==> config.mk <==
export PLATFORM = sky130hd
export DESIGN_NAME = pwm_fault_guard
export DESIGN_NICKNAME = d
export VERILOG_FILES = /design/src/rtl/pwm_fault_pkg.sv /design/src/rtl/pwm_fault_sync.sv /design/src/rtl/pwm_fault_gen.sv /design/src/rtl/pwm_fault_guard.sv
export SDC_FILE = /design/constraint.sdc
export NUM_CORES = 1
export LEC_CHECK = 0
export ABC_AREA = 1
export CAP_MARGIN = 5
export CORE_ASPECT_RATIO = 1.2
export CORE_MARGIN = 2
export CORE_UTILIZATION = 30
export DETAILED_ROUTE_END_ITERATION = 12
export GPL_TIMING_DRIVEN = 0
export PLACE_DENSITY = 0.87
export SYNTH_ARGS = -nofsm -noshare
export SYNTH_HDL_FRONTEND = slang
export SYNTH_SLANG_ARGS = --single-unit
==> constraint.sdc <==
create_clock -name clk -period 1.4 [get_ports clk]
set_clock_uncertainty 0.2 [all_clocks]
set_input_delay 0.21 -clock clk [delete_from_list [all_inputs] [get_ports clk]]
set_output_delay 0.21 -clock clk [all_outputs]
set_load 0.005 [all_outputs]
==> src/rtl/pwm_fault_pkg.sv <==
package pwm_fault_pkg;

    // Non-pin sources appended above the pin bits: halt, then comparator.
    localparam int EXTRA_SRC = 2;
    localparam int HALT_OFS  = 0;
    localparam int TRIG_OFS  = 1;

    typedef struct packed {
        logic b;
        logic a;
    } pwm_pair_t;

    // Output selection for one generator.
    function automatic pwm_pair_t pick_output(input pwm_pair_t live,
                                              input pwm_pair_t safe,
                                              input logic      fault);
        return fault ? safe : live;
    endfunction

endpackage

==> src/rtl/pwm_fault_sync.sv <==
module pwm_fault_sync #(
    parameter int STAGES = 2
) (
    input  logic clk,
    input  logic rst,
    input  logic d_i,
    output logic q_o
);
    logic [STAGES-1:0] chain_q;

    generate
        if (STAGES == 1) begin : g_one
            always_ff @(posedge clk) begin
                if (rst) chain_q <= '0;
                else     chain_q <= d_i;
            end
        end else begin : g_many
            always_ff @(posedge clk) begin
                if (rst) chain_q <= '0;
                else     chain_q <= {chain_q[STAGES-2:0], d_i};
            end
        end
    endgenerate

    assign q_o = chain_q[STAGES-1];
endmodule

==> src/rtl/pwm_fault_gen.sv <==
module pwm_fault_gen
    import pwm_fault_pkg::*;
#(
    parameter int NSRC = 6
) (
    input  logic            clk,
    input  logic            rst,
    input  logic [NSRC-1:0] src_i,
    input  logic [NSRC-1:0] src_en_i,
    input  pwm_pair_t       live_i,
    input  pwm_pair_t       safe_i,
    input  logic            clr_i,
    output pwm_pair_t       out_o,
    output logic            fault_o,
    output logic            sticky_o
);
    logic fault;
    logic sticky_q;

    assign fault = |(src_i & src_en_i);

    // Set has priority over the clear strobe.
    always_ff @(posedge clk) begin
        if (rst) sticky_q <= 1'b0;
        else     sticky_q <= fault | (sticky_q & ~clr_i);
    end

    assign out_o    = pick_output(live_i, safe_i, fault);
    assign fault_o  = fault;
    assign sticky_o = sticky_q;
endmodule

==> src/rtl/pwm_fault_guard.sv <==
module pwm_fault_guard
    import pwm_fault_pkg::*;
#(
    parameter int NUM_PINS    = 4,
    parameter int NUM_GEN     = 4,
    parameter int SYNC_STAGES = 2
) (
    input  logic                                   clk,
    input  logic                                   rst,
    input  logic [NUM_PINS-1:0]                    fault_pin_i,
    input  logic                                   dbg_stall_i,
    input  logic                                   adc_trig_i,
    input  logic [NUM_PINS-1:0]                    pin_active_low_i,
    input  logic [NUM_GEN*(NUM_PINS+EXTRA_SRC)-1:0] src_enable_i,
    input  logic [2*NUM_GEN-1:0]                   safe_level_i,
    input  logic [NUM_GEN-1:0]                     pwm_a_i,
    input  logic [NUM_GEN-1:0]                     pwm_b_i,
    input  logic [NUM_GEN-1:0]                     status_clr_i,
    output logic [NUM_GEN-1:0]                     pwm_a_o,
    output logic [NUM_GEN-1:0]                     pwm_b_o,
    output logic [NUM_GEN-1:0]                     fault_active_o,
    output logic [NUM_GEN-1:0]                     fault_sticky_o
);
    localparam int NSRC = NUM_PINS + EXTRA_SRC;

    logic [NUM_PINS-1:0] pin_sync;
    logic [NSRC-1:0]     src_vec;

    // Active level applied first, so a cleared synchronizer means no fault.
    generate
        for (genvar p = 0; p < NUM_PINS; p++) begin : g_pin
            logic active_lvl;
            assign active_lvl = fault_pin_i[p] ^ pin_active_low_i[p];
            pwm_fault_sync #(.STAGES(SYNC_STAGES)) u_sync (
                .clk (clk),
                .rst (rst),
                .d_i (active_lvl),
                .q_o (pin_sync[p])
            );
        end
    endgenerate

    assign src_vec[NUM_PINS-1:0]       = pin_sync;
    assign src_vec[NUM_PINS+HALT_OFS]  = dbg_stall_i;
    assign src_vec[NUM_PINS+TRIG_OFS]  = adc_trig_i;

    generate
        for (genvar g = 0; g < NUM_GEN; g++) begin : g_gen
            pwm_pair_t live, safe, outp;
            assign live.a = pwm_a_i[g];
            assign live.b = pwm_b_i[g];
            assign safe.a = safe_level_i[2*g];
            assign safe.b = safe_level_i[2*g+1];

            pwm_fault_gen #(.NSRC(NSRC)) u_gen (
                .clk      (clk),
                .rst      (rst),
                .src_i    (src_vec),
                .src_en_i (src_enable_i[g*NSRC +: NSRC]),
                .live_i   (live),
                .safe_i   (safe),
                .clr_i    (status_clr_i[g]),
                .out_o    (outp),
                .fault_o  (fault_active_o[g]),
                .sticky_o (fault_sticky_o[g])
            );

            assign pwm_a_o[g] = outp.a;
            assign pwm_b_o[g] = outp.b;
        end
    endgenerate
endmodule

==> impl_metrics.yaml <==
status:
  status: "finished, violations left"
  violations: "setup timing"
route:
  drt_pass1_iterations: 5
  totalWireLength_mm: 2.36
  vias_per_cell: 4.13
  ant_nets: 0
  drt_iter0_markers: 12
  wl_per_cell_um: 9.74
  vias: 999
  drc: 0
hold_path:
  hp-start: "g_pin[0].u_sync.chain_q[0]$_SDFF_PP0_"
  min_path_cells: 2
  whs_endpoint: "g_pin[0].u_sync.chain_q[1]$_SDFF_PP0_"
  hp-class: "flop to flop"
synthesis:
  ys_ff_latch: 12
  ys_seq_area_frac: 0.303
  synth_area_um2: 792
  synth_fp_nets: 186
  synth.distinct_cells: 10
  netlist_instances: 130
  syn_avg_cell_area_um2: 6.09
  yosysWarnings: 0
critical_path:
  setup.worst_path.start: "g_pin[0].u_sync.chain_q[1]$_SDFF_PP0_"
  worstPathRequired_ns: 0.99
  r2r-start: "g_pin[0].u_sync.chain_q[1]$_SDFF_PP0_"
  worstPathMaxFanout: 3
  r2r_slack_ns: 0.14
  worstSetupPathType: "flop to output port"
  rr_worst_depth: 8
  r2r-end: "g_gen[0].u_gen.sticky_o$_SDFF_PP0_"
  critPathLaunchType: "flop"
  crit_buf_inv: 3
  cp.arrival_ns: 1.31
  worstSetupEndpointType: "output port"
  slowest_stage: "dfxtp_2"
  crit_path_cell_trace: "buf_6 > nand2_4 > nand2_4 > nor2_4 > buf_6 > nand3_2 > nand2_1 > buf_2"
  cp_top_family: "buffers and inverters"
  cpPeakStageDelay_ns: 0.33
timing:
  tightest_slew_ns: 0.170
  fin_hold_ws_ns: 0.192
  final-setup-viol-count: 12
  max_freq_mhz: 581
  finalHoldViolations: 0
  fin_crit_sh: 1.23
  slew_headroom: 0.887
  slew_viol_final: 0
  rsz0062_at_grt: "yes"
  min_period_ns: 1.72
  worst_slack_ns: -0.321
finish:
  fin_nets: 266
  nFillCells: 234
  fin_util: 0.665
  syn_to_final_growth_pct: 112
  drive_above_1_share: 0.306
  antenna-diode-count: 0
clocking:
  cts_buffer_depth: 2
  cts_root_buffer: "clkbuf_4"
  cts_made_buffers: 3
  cts_num_sinks: 12
  clk_latency_ns: 0.27
  cts_max_level: 1
  clk_pin_slew_ns: 0.08
  cts_tree: "built"
grt:
  grt_max_degree: 10
  grt_pass1_wl_mm: 3.77
  grt_pass1_vias: 964
  grt_antenna_before_repair: 0
  grt_overflow: 0
  grt_use_total: 0.164
floorplan:
  num_rows: 20
  io_pins: 72
  start_util: 0.313
  core_area_mm2: 0.00253
  dieHeight_um: 60.3
  die_w_um: 50.9
  die_area_mm2: 0.00307
placed_design:
  place.gp.congestion: 0.694
  io_buffers: 70
  dpl_worst_slack_ns: -0.676
  dp_hpwl_mm: 1.86
power:
  total_power_mw: 1.15
  powerDensity_mw_per_mm2: 683
  ir_drop_mv: 0.528
  p_leak_nw: 0.849
job:
  drv_cap: 0
[layout by cell type (no fill, tap or decap), types with 2 or more instances in the layout]
cell type and count:
dfxtp_2 7, clkdlybuf4s50_1 52, inv_1 16, clkbuf_4 3
nand3_2 3, nor2_1 8, buf_4 4, nand2_4 3
buf_6 12, dfxtp_1 4, nand2_1 45, nor2_4 4
nand3_1 9, clkdlybuf4s15_1 4, dlygate4sd2_1 2, buf_2 8
nand2_2 16, xnor2_1 4
[per-stage QoR]
| step | area (µm²) | TNS (ns) | cells |
|---|---|---|---|
| after global placement | 1530 | -7.97 | 233 |
| after global routing | 1680 | -4.39 | 242 |
| after detailed placement | 1530 | -8.04 | 233 |
| final | 1680 | -3.24 | 242 |
| after CTS | 1650 | -3.37 | 242 |
| after floorplan | 792 | 0 | 130 |
[worst max-delay path by stage]
stage	slack (ns)	depth (start not counted)	end
after floorplan	0.23	5	fault_active_o[2]
after global placement	-0.67	8	pwm_b_o[3]
after detailed placement	-0.68	8	pwm_b_o[2]
after CTS	-0.33	8	pwm_a_o[0]
after global routing	-0.44	8	pwm_a_o[0]
final	-0.32	8	pwm_a_o[0]
[layer usage]
layer,up-vias,track usage,share of wire
met5,-,0,0
met4,0,0.0579,0.0051
met3,2,0.0475,0.11
met2,57,0.325,0.52
met1,407,0.157,0.37
li1,533,-,-
[logic make-up after synthesis]
logic type,count (synthesis),share of synthesized area
XOR/XNOR,4,0.0442
buffers and inverters,26,0.163
flip-flops,12,0.303
AND/OR/NAND/NOR,88,0.490
[cell usage after synthesis (all sizes together)]
cell type,instances,share of area
nand2,64,0.32
nand3,12,0.076
inv,17,0.081
nor2,12,0.095
xnor2,4,0.044
dfxtp,12,0.30
buf,9,0.082
[timing repair]
action                                  4_1_cts  5_1_grt
endpoints found under the setup margin       16       16
setup buffers                                 4        0
pin swaps                                    14        4
hold buffers                                  1        0
gates resized for setup                      86       13
endpoints found under the hold margin         4        0
[power breakdown]
group / internal, mW / leakage, nW / switching [mW]
Combinational: 0.310 / 0.726 / 0.178
Clock: 0.158 / 0.0210 / 0.118
Sequential: 0.371 / 0.102 / 0.0139
Total: 0.839 / 0.849 / 0.309
[worst min-delay path, stage by stage (launching register included)]
cell and delay, ns:
dfxtp_1 0.30, inv_1 0.04, nor2_1 0.03
[area by class of cell]
type | instances | area, µm² | share of cell area
inverters | 17 | 63.8 | 0.0380
clock buffers | 4 | 36.3 | 0.0216
multi-input cells | 92 | 488 | 0.290
well taps | 33 | 41.3 | 0.0246
plain buffers | 9 | 80.1 | 0.0477
flip-flops and latches | 12 | 253 | 0.150
repair buffers | 75 | 718 | 0.427
[sequential cells by signal (all words and copies together), names as in the netlist]
name and count:
g_gen.u_gen.sticky_o 4, g_pin.u_sync.chain_q 8
Note: power is estimated with default switching activity, not from simulation.
